**config.mk**
```make
export PLATFORM = sky130hd
export DESIGN_NAME = txsp_status
export DESIGN_NICKNAME = d
export VERILOG_FILES = /design/src/rtl/txsp_pkg.sv /design/src/rtl/txsp_space_flag.sv /design/src/rtl/txsp_port_track.sv /design/src/rtl/txsp_status.sv
export SDC_FILE = /design/constraint.sdc
export NUM_CORES = 1
export LEC_CHECK = 0
export ABC_AREA = 1
export BUFFER_PORTS_ARGS = -buffer_cell sky130_fd_sc_hd__buf_4
export CAP_MARGIN = 40
export CORE_AREA = 2 2 75 77
export CTS_CLUSTER_SIZE = 30
export DETAILED_ROUTE_END_ITERATION = 10
export DIE_AREA = 0 0 77 79
export GPL_TIMING_DRIVEN = 0
export PLACE_DENSITY = 0.75
export SLEW_MARGIN = 30
export SYNTH_ARGS = -nofsm -noshare
export SYNTH_HDL_FRONTEND = slang
export SYNTH_SLANG_ARGS = --single-unit
```
**constraint.sdc**
```tcl
create_clock -name clk -period 1.9 [get_ports clk]
set_clock_uncertainty 0.05 [all_clocks]
set_input_delay 0.285 -clock clk [delete_from_list [all_inputs] [get_ports clk]]
set_output_delay 0.285 -clock clk [all_outputs]
set_load 0.01 [all_outputs]
```
**src/rtl/txsp_pkg.sv**
```systemverilog
// Package: shared constants for the transmit space status block.
// Assumes: port addresses travel as five-bit values on both the poll
// input and the low bits of the transmit data bus.
package txsp_pkg;
    parameter int unsigned PORT_ADDR_W = 5;
endpackage

```
**src/rtl/txsp_space_flag.sv**
```systemverilog
// Module: txsp_space_flag
// Keeps one port's space-available flag with hysteresis. The flag is set
// when free room exceeds the threshold and cleared when the FIFO is full.
// In between it holds its value.
// Assumes: fill never exceeds FIFO_BYTES; full takes priority.
module txsp_space_flag #(
    parameter int unsigned FIFO_BYTES = 256,
    parameter int unsigned LVL_W      = $clog2(FIFO_BYTES + 1)
) (
    input  logic             clk,
    input  logic             rst_n,
    input  logic [LVL_W-1:0] fill,
    input  logic             full,
    input  logic [LVL_W-1:0] thr,
    output logic             avail
);
    localparam logic [LVL_W-1:0] CAP = LVL_W'(FIFO_BYTES);

    logic [LVL_W-1:0] room;
    logic             above;

    // free room and its comparison against the threshold
    always_comb begin
        room  = CAP - fill;
        above = (room > thr);
    end

    // flag register: full clears, room above threshold sets, otherwise hold
    always_ff @(posedge clk) begin
        if (!rst_n) begin
            avail <= 1'b0;
        end else if (full) begin
            avail <= 1'b0;
        end else if (above) begin
            avail <= 1'b1;
        end
    end
endmodule

```
**src/rtl/txsp_port_track.sv**
```systemverilog
// Module: txsp_port_track
// Registers the polled port address and captures the selected port from
// the data bus during a start-of-transfer cycle.
// Assumes: an out-of-range poll address reads as no space; an
// out-of-range strobe address keeps the previous selection.
module txsp_port_track
    import txsp_pkg::*;
#(
    parameter int unsigned NUM_PORTS = 4,
    parameter int unsigned DATA_W    = 32,
    parameter int unsigned PSEL_W    = (NUM_PORTS > 1) ? $clog2(NUM_PORTS) : 1
) (
    input  logic                   clk,
    input  logic                   rst_n,
    input  logic [PORT_ADDR_W-1:0] poll_addr,
    input  logic                   sot_strobe,
    input  logic [DATA_W-1:0]      tx_data,
    output logic [PSEL_W-1:0]      poll_idx,
    output logic                   poll_ok,
    output logic [PSEL_W-1:0]      sel_idx
);
    localparam logic [PORT_ADDR_W-1:0] PORT_LIMIT = PORT_ADDR_W'(NUM_PORTS);

    logic [PORT_ADDR_W-1:0] bus_addr;
    logic                   bus_ok;
    logic                   poll_in_range;

    // address decode from the bus and the poll input
    always_comb begin
        bus_addr      = tx_data[PORT_ADDR_W-1:0];
        bus_ok        = (bus_addr < PORT_LIMIT);
        poll_in_range = (poll_addr < PORT_LIMIT);
    end

    // poll address register, sampled every cycle
    always_ff @(posedge clk) begin
        if (!rst_n) begin
            poll_idx <= '0;
            poll_ok  <= 1'b1;
        end else begin
            poll_idx <= poll_addr[PSEL_W-1:0];
            poll_ok  <= poll_in_range;
        end
    end

    // selected port register, loaded only on a valid strobe address
    always_ff @(posedge clk) begin
        if (!rst_n) begin
            sel_idx <= '0;
        end else if (sot_strobe && bus_ok) begin
            sel_idx <= bus_addr[PSEL_W-1:0];
        end
    end
endmodule

```
**src/rtl/txsp_status.sv**
```systemverilog
// Module: txsp_status (top)
// Builds one hysteresis flag per port, exposes them directly, and
// derives the polled and selected views from the tracked addresses.
// Assumes: one clock domain; the polled and selected outputs are always
// driven.
module txsp_status
    import txsp_pkg::*;
#(
    parameter int unsigned NUM_PORTS  = 4,
    parameter int unsigned FIFO_BYTES = 256,
    parameter int unsigned DATA_W     = 32,
    parameter int unsigned LVL_W      = $clog2(FIFO_BYTES + 1)
) (
    input  logic                       clk,
    input  logic                       rst_n,
    input  logic [NUM_PORTS*LVL_W-1:0] fill_lvl,
    input  logic [NUM_PORTS-1:0]       fifo_full,
    input  logic [NUM_PORTS*LVL_W-1:0] space_thr,
    input  logic [PORT_ADDR_W-1:0]     poll_addr,
    input  logic                       sot_strobe,
    input  logic [DATA_W-1:0]          tx_data,
    output logic [NUM_PORTS-1:0]       direct_avail,
    output logic                       poll_avail,
    output logic                       sel_avail
);
    localparam int unsigned PSEL_W = (NUM_PORTS > 1) ? $clog2(NUM_PORTS) : 1;

    logic [PSEL_W-1:0] poll_idx;
    logic              poll_ok;
    logic [PSEL_W-1:0] sel_idx;

    for (genvar p = 0; p < NUM_PORTS; p++) begin : g_port
        txsp_space_flag #(
            .FIFO_BYTES (FIFO_BYTES),
            .LVL_W      (LVL_W)
        ) u_flag (
            .clk   (clk),
            .rst_n (rst_n),
            .fill  (fill_lvl[p*LVL_W +: LVL_W]),
            .full  (fifo_full[p]),
            .thr   (space_thr[p*LVL_W +: LVL_W]),
            .avail (direct_avail[p])
        );
    end

    txsp_port_track #(
        .NUM_PORTS (NUM_PORTS),
        .DATA_W    (DATA_W),
        .PSEL_W    (PSEL_W)
    ) u_track (
        .clk        (clk),
        .rst_n      (rst_n),
        .poll_addr  (poll_addr),
        .sot_strobe (sot_strobe),
        .tx_data    (tx_data),
        .poll_idx   (poll_idx),
        .poll_ok    (poll_ok),
        .sel_idx    (sel_idx)
    );

    // polled and selected views of the direct flags
    always_comb begin
        poll_avail = poll_ok & direct_avail[poll_idx];
        sel_avail  = direct_avail[sel_idx];
    end
endmodule

```
# Yosys cells after proc, flatten, opt, wreduce, memory -nomap -nowiden
# Index checks and enable logic that the tools add are counted.
[word_totals] regBits=9 latch_bits=0 ramBits=0 rom_bits=0 in_bits=116 output_inout_bits=6 elab_cells=30 memories=0
[classes] n_addsub=4 mul=0 div=0 order_cmp=8 n_eq_ne=0 shift=0 mux=4 bitwise_logic=2 reduce_logical=5
[ops] op="> comparator 9 bit" count=4
[ops] op="subtractor 9 bit, first input constant" count=4
[ops] op="< comparator 5 x 3 -> 1 bit, second input constant" count=2
[ops] op="OR reduction 2 bit" count=4
[ops] op="< comparator 2 x 3 -> 1 bit, second input constant" count=2
[ops] op="binary-select mux 1 bit (select 2 bit)" count=2
[ops] op="2-to-1 mux 1 bit" count=2
[ops] op="AND 1 bit" count=1
[ops] op="logical AND 1 bit" count=1
[ops] op="NOT 1 bit" count=1

# Depth between registers and ports, before layout
# Gate-level depths: netlist of the first run.
[logic_depth] word_depth=3 mapped_depth=15 mapped_depth_nobuf=15

# Hierarchy
# Synthesis of the first run repeated with hierarchy kept, for this count alone.
[hier_totals] hier_cells=330 area_unflattened_um2=2049.5
[by_module_without_submodules] module="txsp_space_flag" n_inst=4 cells_each=72 area_per_inst_um2=446.7 seq_area_each_um2=20.0
[by_module_without_submodules] module="txsp_port_track" n_inst=1 cells_each=23 area_per_inst_um2=181.4 seq_area_each_um2=100.1
[by_module_without_submodules] module="txsp_status" n_inst=1 cells_each=19 area_per_inst_um2=81.3 seq_area_each_um2=0.0

# Worst setup path after synthesis of the first run
# OpenSTA, ideal clock, no wires.
[synth_timing] kind="input -> register" startpoint="in fill_lvl[27]" endpoint="reg g_port[3].u_flag.avail" setup_ps=116 t_arrival_ps=1802 t_required_ps=1734 path_slack_ps=-68 path_stages=12 path_buffers=0 cell_sequence="inv_1 -> ha_1 -> nor3b_2 -> nand4_2 -> nor2_2 -> xor2_1 -> ha_1 -> a21o_1 -> nor2_1 -> nand3_1 -> nand2_1 -> a21oi_1"
[synth_between] elab_chain_cells=2
[synth_rtl] item="from (decl)" line_no="txsp_status.sv:16" source="input logic [NUM_PORTS*LVL_W-1:0] fill_lvl,"
[synth_rtl] item="subtractor 9 bit" line_no="txsp_space_flag.sv:24" source="room = CAP - fill;"
[synth_rtl] item="> comparator 9 bit" line_no="txsp_space_flag.sv:25" source="above = (room > thr);"
[synth_rtl] item="to (signal assigned)" line_no="txsp_space_flag.sv:31" source="avail <= 1'b0;"
[synth_rtl] item="to (signal assigned)" line_no="txsp_space_flag.sv:33" source="avail <= 1'b0;"
[synth_rtl] item="to (signal assigned)" line_no="txsp_space_flag.sv:35" source="avail <= 1'b1;"
[synth_rtl] item="to (decl)" line_no="txsp_space_flag.sv:15" source="output logic avail"
# Every way passes these cells.
# A chain may end at the register's enable or synchronous reset.

# Worst setup path in the final report of the first run
[layout_timing] startpoint="in fill_lvl[18]" endpoint="reg g_port[2].u_flag.avail"
[layout_between] elab_chain_cells=2
[layout_rtl] item="subtractor 9 bit" line_no="txsp_space_flag.sv:24"
[layout_rtl] item="> comparator 9 bit" line_no="txsp_space_flag.sv:25"
[layout_rtl] item="to (signal assigned)" line_no="txsp_space_flag.sv:31"
[layout_rtl] item="to (signal assigned)" line_no="txsp_space_flag.sv:33"
[layout_rtl] item="to (signal assigned)" line_no="txsp_space_flag.sv:35"
[layout_rtl] item="to (decl)" line_no="txsp_space_flag.sv:15"
# Every way passes these cells.

==> results of run 1 <==
## cells by family after synthesis
group | after synthesis | share of synthesized area, %
AO/OA/AOI/OAI | 28 | 7.80
XOR/XNOR | 26 | 11.3
adder cells (fa/ha/maj) | 40 | 24.8
buffers and inverters | 100 | 19.3
flip-flops | 9 | 8.91
AND/OR/NAND/NOR | 116 | 28.0
## routing by layer
layer	part of all wire, %	vias to the layer above	track usage, %
met5	0	-	0
met4	0	0	1.07
met3	4.5	0	2.84
met2	54	52	30.3
met1	42	952	17.3
li1	-	1189	-
## what timing repair did
item / 4_1_cts / 5_1_grt
setup buffers: 9 / 3
pin swaps: 25 / 28
endpoints found under the setup margin: 4 / 4
resized for setup: 13 / 32
## cells in the mapped netlist, types with 2 or more instances
cell type,n,area [sq um]
a21oi_1,16,80.1
nand3_1,15,75.1
xnor2_1,4,35.0
nand4_2,2,25.0
buf_4,4,30.0
nand4_1,2,12.5
or2_2,4,25.0
nor3b_2,2,25.0
dfxtp_1,9,180
ha_1,40,500
nand3b_1,4,30.0
o21ai_0,5,25.0
nor2_2,3,18.8
nor2_1,18,67.6
a21o_1,4,30.0
nor3_2,6,60.1
nand2_1,59,221
inv_1,96,360
xor2_1,22,193
## power by group through the flow
stage               logic, mW  registers, mW  clock network (mW)
finish                  0.592          0.208               0.220
global route            0.673          0.210               0.241
CTS                     0.550          0.208               0.229
detailed placement      0.527          0.212                   0
global placement        0.507          0.212                   0
floorplan               0.293          0.209                   0
## worst reg2reg max path: cells and delay by family, from the launching register on
family	cells	cell delay [ns]
DFF	1	0.39
AOI/OAI and AO/OA	1	0.13
buffers and inverters	1	0.08
## how the worst max path moves through the flow
stage,from,endpoint,slack [ns],depth (start not counted)
floorplan,fill_lvl[27],g_port[3].u_flag.avail,0.003,13
global placement,fill_lvl[9],g_port[1].u_flag.avail,-0.27,14
detailed placement,fill_lvl[9],g_port[1].u_flag.avail,-0.36,14
CTS,fill_lvl[10],g_port[1].u_flag.avail,-0.04,14
global route,fill_lvl[0],g_port[0].u_flag.avail,-0.12,14
finish,fill_lvl[18],g_port[2].u_flag.avail,0.009,13
## area by class of cell
class / count / share of cell area (%)
multi-input combinational: 210 / 51.2
sequential: 9 / 5.58
timing repair buffer: 106 / 26.2
tap: 72 / 2.79
clock buffer: 4 / 1.40
buffer: 4 / 0.930
inverter: 96 / 11.9
## flip-flops by register name, indices dropped and copies added (netlist names)
register,count
u_track.sel_idx,2
u_track.poll_ok,1
g_port.u_flag.avail,4
u_track.poll_idx,2
## through the flow
stage                     TNS [ns]  instances
final                            0        501
after global routing        -0.329        501
after CTS                  -0.0370        498
after detailed placement     -1.25        485
after global placement      -0.975        485
after floorplan                  0        319
==> results.md, run 1 <==
- Status: finished clean
- Critical Path RT: 1.97 ns
- I/O Pins: 122
- Final hold slack: 0.177 ns
- Top FF cell, synth: dfxtp_1
- Total gr overflow: 0
- CTS tree: built
- Crit path capture type: register
- Hold worst-path end: u_track.poll_ok
- WS Path Type: in -> reg
- Synth Cell Area: 0.00202 sq mm
- Syn nets: 475
- Hold_sp: poll_addr[2]
- Share of layout cells above drive strength 1: 38.2%
- Pre-antenna DRT Iters: 2
- Gpl congestion: 0.711
- Ant diodes: 0
- Comb power frac: 58.0%
- Max IR drop VDD: 0.000383 V
- Worst-Margin Slew: 0.220 ns
- Cts bufs inserted: 3
- Worst-path cell chain: buf_8 > inv_4 > ha_4 > nor3b_4 > nand4_2 > nor2_2 > xor2_1 > ha_1 > a21o_1 > nor2_1 > nand3_1 > nand2_1 > a21oi_2
- Register share of total power: 20.4%
- Clock group share of total power: 21.6%
- Leading cell types in the layout, fill and taps excluded: 102 x buf_4, 88 x inv_1, 53 x nand2_1
- Final antenna-violating net count: 0
- Worst slew margin: 85.2%
- Max-cap violations: 0
- Crit path arrival time: 1.96 ns
- Fin. Hold Viols: 0
- Clock Pin Slew Worst Setup and Hold Paths: 0.05 ns
- Initial DRC Count: 17
- Area delta synth->final: 59.7%
- Number of synthesized flops with an enable pin: 0
- Initial antenna violation count: 0
- Clk sinks: 9
- Area after DPL: 0.00291 sq mm
- R2R Path End: g_port[2].u_flag.avail
- F_max: 0.529 GHz
- Final net count: 586
- WL final: 4780 microns
- Crit path max-delay family: simple AND/OR/NAND/NOR gates
- Asr flop ratio synth: 0%
- Via count: 2193
- Tot Pwr: 1.02 mW
- Setup violators final: 0
- Period utilization: 99.5%
- First-pass GRT wire length: 7830 microns
- Core area: 0.00534 sq mm
- Vias in the first global route: 2050
- Register area: 180 sq um
- Root Buffer: clkbuf_8
- Final core occ: 60.5%
- DRC: 0
- Avg Cell Area, Syn: 6.34 sq um
- Pwr dens: 316 mW/mm^2
- Crit path launch type: input pin
- Vias per Instance: 4.38
- Clk_lat worst skew: 0.23 ns
- RSZ-0062 raised after global routing: true
- PortBufs: 94
- Pre-CTS WS: -0.358 ns
- Die ar.: 0.00608 sq mm
- Rows: 27
- Most common cell after layout, fill and taps aside: buf_4
- Starting Density: 37.9%
- Crit path buf inv count: 2
- Switching pwr: 356 uW
- Hold Path Class: in -> reg
- GR Util All Layers: 15.2%
- Ys Warns: 0
- Leak: 1.87 nW
- Min Clock Period, post-route: 1.89 ns
- Largest net degree at the start of global routing: 6
- Final Cell Area: 0.00323 sq mm
- Slowest library cell on the worst path: ha_1
- Register bit count reported by yosys: 9
- Die height: 79 microns
- Clock buffer depth: 2
- Internal power: 664 uW
- Post-CTS Hold Fix Bufs: 0
- Pins Over Slew Limit: 0
- DPL Wire Length: 4030 microns
- Multi-input gate area: 0.00165 sq mm
- Die Width: 77 microns
- Hold-critical path depth: 2
- Wire per inst: 9.54 microns
- Final setup margin: 0.00912 ns
- Sw Share: 34.9%
- Syn Inst Count: 319
- Number of distinct library cells after synthesis: 23
- Post-synthesis sequential area ratio: 8.91%
- FF-to-FF path depth: 2
- CP max stage delay: 0.27 ns
- R2R setup slack: 1.18 ns
- Fillers: 553
- H-tree lvl count: 1
- Worst-path fanout max: 3
- Reg2Reg Launch Point: g_port[2].u_flag.avail
No activity file was read; power rests on OpenSTA's default activity.
==> inputs of run 2 (changes only) <==
--- a/config.mk
+++ b/config.mk
@@ -5,16 +5,17 @@
 export SDC_FILE = /design/constraint.sdc
 export NUM_CORES = 1
 export LEC_CHECK = 0
-export ABC_AREA = 1
+export ABC_AREA = 0
 export BUFFER_PORTS_ARGS = -buffer_cell sky130_fd_sc_hd__buf_4
 export CAP_MARGIN = 40
-export CORE_AREA = 2 2 75 77
+export CORE_AREA = 2 2 73 75
 export CTS_CLUSTER_SIZE = 30
 export DETAILED_ROUTE_END_ITERATION = 10
-export DIE_AREA = 0 0 77 79
+export DIE_AREA = 0 0 75 77
 export GPL_TIMING_DRIVEN = 0
-export PLACE_DENSITY = 0.75
+export PLACE_DENSITY = 0.77
 export SLEW_MARGIN = 30
 export SYNTH_ARGS = -nofsm -noshare
 export SYNTH_HDL_FRONTEND = slang
+export SYNTH_HIERARCHICAL = 1
 export SYNTH_SLANG_ARGS = --single-unit
==> results.md, run 2 <==
- DPL Wire Length: 3950 microns
- Asr flop ratio synth: 0%
- Crit path launch type: input pin
- I/O Pins: 122
- Crit path max-delay family: simple AND/OR/NAND/NOR gates
- Leading cell types in the layout, fill and taps excluded: 86 x buf_4, 52 x inv_1, 40 x ha_1
- Via count: 1914
- Final net count: 489
- Non-filler instance count after layout: 402
- Initial DRC Count: 24
- Count leader, synth: inv_1
- Min Clock Period, post-route: 2.08 ns
- Largest regs: g_port.u_flag/avail (4), u_track/poll_idx (2), u_track/sel_idx (2)
- Switching pwr: 310 uW
- Cts bufs inserted: 3
- Number of synthesized flops with an enable pin: 0
- Worst-Margin Slew: 0.361 ns
- First-pass GRT wire length: 7200 microns
- Number of distinct library cells after synthesis: 23
- H-tree lvl count: 1
- Die height: 77 microns
- Worst slew margin: 75.6%
- Crit path arrival time: 2.13 ns
- Most area-consuming cells after synthesis: ha_1 26%, inv_1 10%, dfxtp_1 9.4%
- Clk_lat worst skew: 0.23 ns
- F_max: 0.481 GHz
- Comb power frac: 54.8%
- Ant diodes: 0
- Tot Pwr: 942 uW
- Max reg flops: 4
- Most flops, register: g_port.u_flag/avail
- Max-cap violations: 0
- Starting Density: 38.6%
- Largest net degree at the start of global routing: 12
- Wire per inst: 10.6 microns
- Hold Path Class: in -> reg
- Area after DPL: 0.00272 sq mm
- Pre-antenna DRT Iters: 4
- Leak: 1.39 nW
- Initial antenna violation count: 0
- Yosys top cell area share: 26.0%
- Clk sinks: 9
- Total gr overflow: 0
- Clock Pin Slew Worst Setup and Hold Paths: 0.04 ns
- Most frequent cells after synthesis: 52 x inv_1, 40 x ha_1, 20 x xnor2_1, 16 x nor2_1
- CTS tree: built
- Failing checks: setup timing
- Root Buffer: clkbuf_8
- Register share of total power: 22.4%
- Die Width: 75 microns
- Placed insts: 398
- Crit path capture type: register
- Core area: 0.00498 sq mm
- Crit path buf inv count: 1
- Top FF cell, synth: dfxtp_1
- Clock group share of total power: 22.8%
- Final Cell Area: 0.00283 sq mm
- Final antenna-violating net count: 0
- Biggest area consumer among synthesized cells: ha_1
- GR Util All Layers: 15.0%
- Share of layout cells above drive strength 1: 35.8%
- Register bit count reported by yosys: 9
- Worst-path fanout max: 3
- Rows: 26
- Period utilization: 109%
- Ys Warns: 6
- CP max stage delay: 0.57 ns
- Final hold slack: 0.203 ns
- Internal power: 631 uW
- Post-synthesis sequential area ratio: 9.38%
- WL final: 4270 microns
- RSZ-0062 raised after global routing: true
- Max IR drop VDD: 0.000211 V
- Die ar.: 0.00578 sq mm
- Status: finished with violations
- Sw Share: 32.9%
- Pwr dens: 333 mW/mm^2
- Vias per Instance: 4.76
- Pins Over Slew Limit: 0
- Critical Path RT: 1.95 ns
- Syn Inst Count: 234
- Fin. Hold Viols: 0
- PortBufs: 94
- WS Path Type: in -> reg
- Setup bufs post-CTS: 0
- Vias in the first global route: 1894
- DRC: 0
- Avg Cell Area, Syn: 8.21 sq um
- Final core occ: 56.9%
- Setup violators final: 4
- Synth Cell Area: 0.00192 sq mm
- Area delta synth->final: 47.3%
- Final setup margin: -0.178 ns
- Slowest library cell on the worst path: or4_4
- Gpl congestion: 0.746
- Most common cell after layout, fill and taps aside: buf_4
- Syn nets: 390
- Clock buffer depth: 2
- Worst-path cell chain: buf_6 > or4_4 > nor4_4 > xnor2_1 > ha_1 > a21oi_2 > o211ai_1 > nor3_1 > a211oi_1
## run 2: cell count changes after synthesis, moves of 6 or more
cell,change
nand2_1,-51
nor3_1,+7
nand3_1,-15
nor3_2,-6
xnor2_1,+16
a21oi_1,-8
inv_1,-44
nor4_4,+8
nor2b_1,+12
nand4_1,+10
xor2_1,-14
## run 2: final timing paths
check                         startpoint                      to  slack (ns)  depth (start not counted)
hold reg to reg       u_track/sel_idx[1]      u_track/sel_idx[1]        0.41                          2
setup / recovery            fill_lvl[12]  g_port[1].u_flag/avail       -0.18                          9
setup reg to reg  g_port[1].u_flag/avail  g_port[1].u_flag/avail        0.82                          4
hold / removal              poll_addr[2]         u_track/poll_ok        0.20                          2
## run 2: timing repair
| action | CTS | global route |
|---|---|---|
| hold endpoints to repair | 0 | 0 |
| resized for setup | 10 | 6 |
| endpoints found under the setup margin | 4 | 4 |
| pin swaps | 12 | 11 |
| hold buffers | 0 | 0 |
## run 2: per-layer routing
layer | vias to the layer above | track usage (%) | wire length, microns
met4 | 0 | 0.536 | 0
met1 | 853 | 16.8 | 1680
met2 | 53 | 28.8 | 2300
met3 | 0 | 3.94 | 288
li1 | 1008 | - | -
met5 | - | 0 | 0
## run 2: cell type report
cell class | instances | area [sq um]
Sequential cell | 9 | 180
Fill cell | 483 | 2150
Inverter | 52 | 195
Tap cell | 70 | 87.6
Clock buffer | 4 | 45.0
Multi-Input combinational cell | 173 | 1580
Timing Repair Buffer | 94 | 739
## run 2: power by group through the flow
| stage | Clock, mW | Combinational [mW] | Sequential, mW |
|---|---|---|---|
| 3_5_place_dp | 0 | 0.502 | 0.214 |
| 5_1_grt | 0.234 | 0.584 | 0.213 |
| 3_3_place_gp | 0 | 0.487 | 0.214 |
| 2_1_floorplan | 0 | 0.256 | 0.213 |
| 4_1_cts | 0.224 | 0.516 | 0.211 |
| 6_report | 0.215 | 0.516 | 0.211 |
## run 2: stage by stage
stage                     setup slack [ns]  setup TNS (ns)
after floorplan                     -0.169          -0.677
after global placement              -0.403           -1.60
after detailed placement            -0.449           -1.73
after CTS                           -0.198          -0.666
after global routing                -0.310           -1.09
final                               -0.178          -0.597
## run 2: cells by family after synthesis
logic type | synth area share, %
xor+xnor | 12.8
buf+inv | 10.2
mux | 3.39
simple gates | 29.8
fa+ha+maj | 26.0
flops | 9.37
compound gates | 8.46
## run 2: worst register-to-register path, stage by stage, from the launching register on
cell	delay, ns
dfxtp_1	0.35
nor2_1	0.12
o211ai_1	0.12
nor3_1	0.22
a211oi_1	0.10
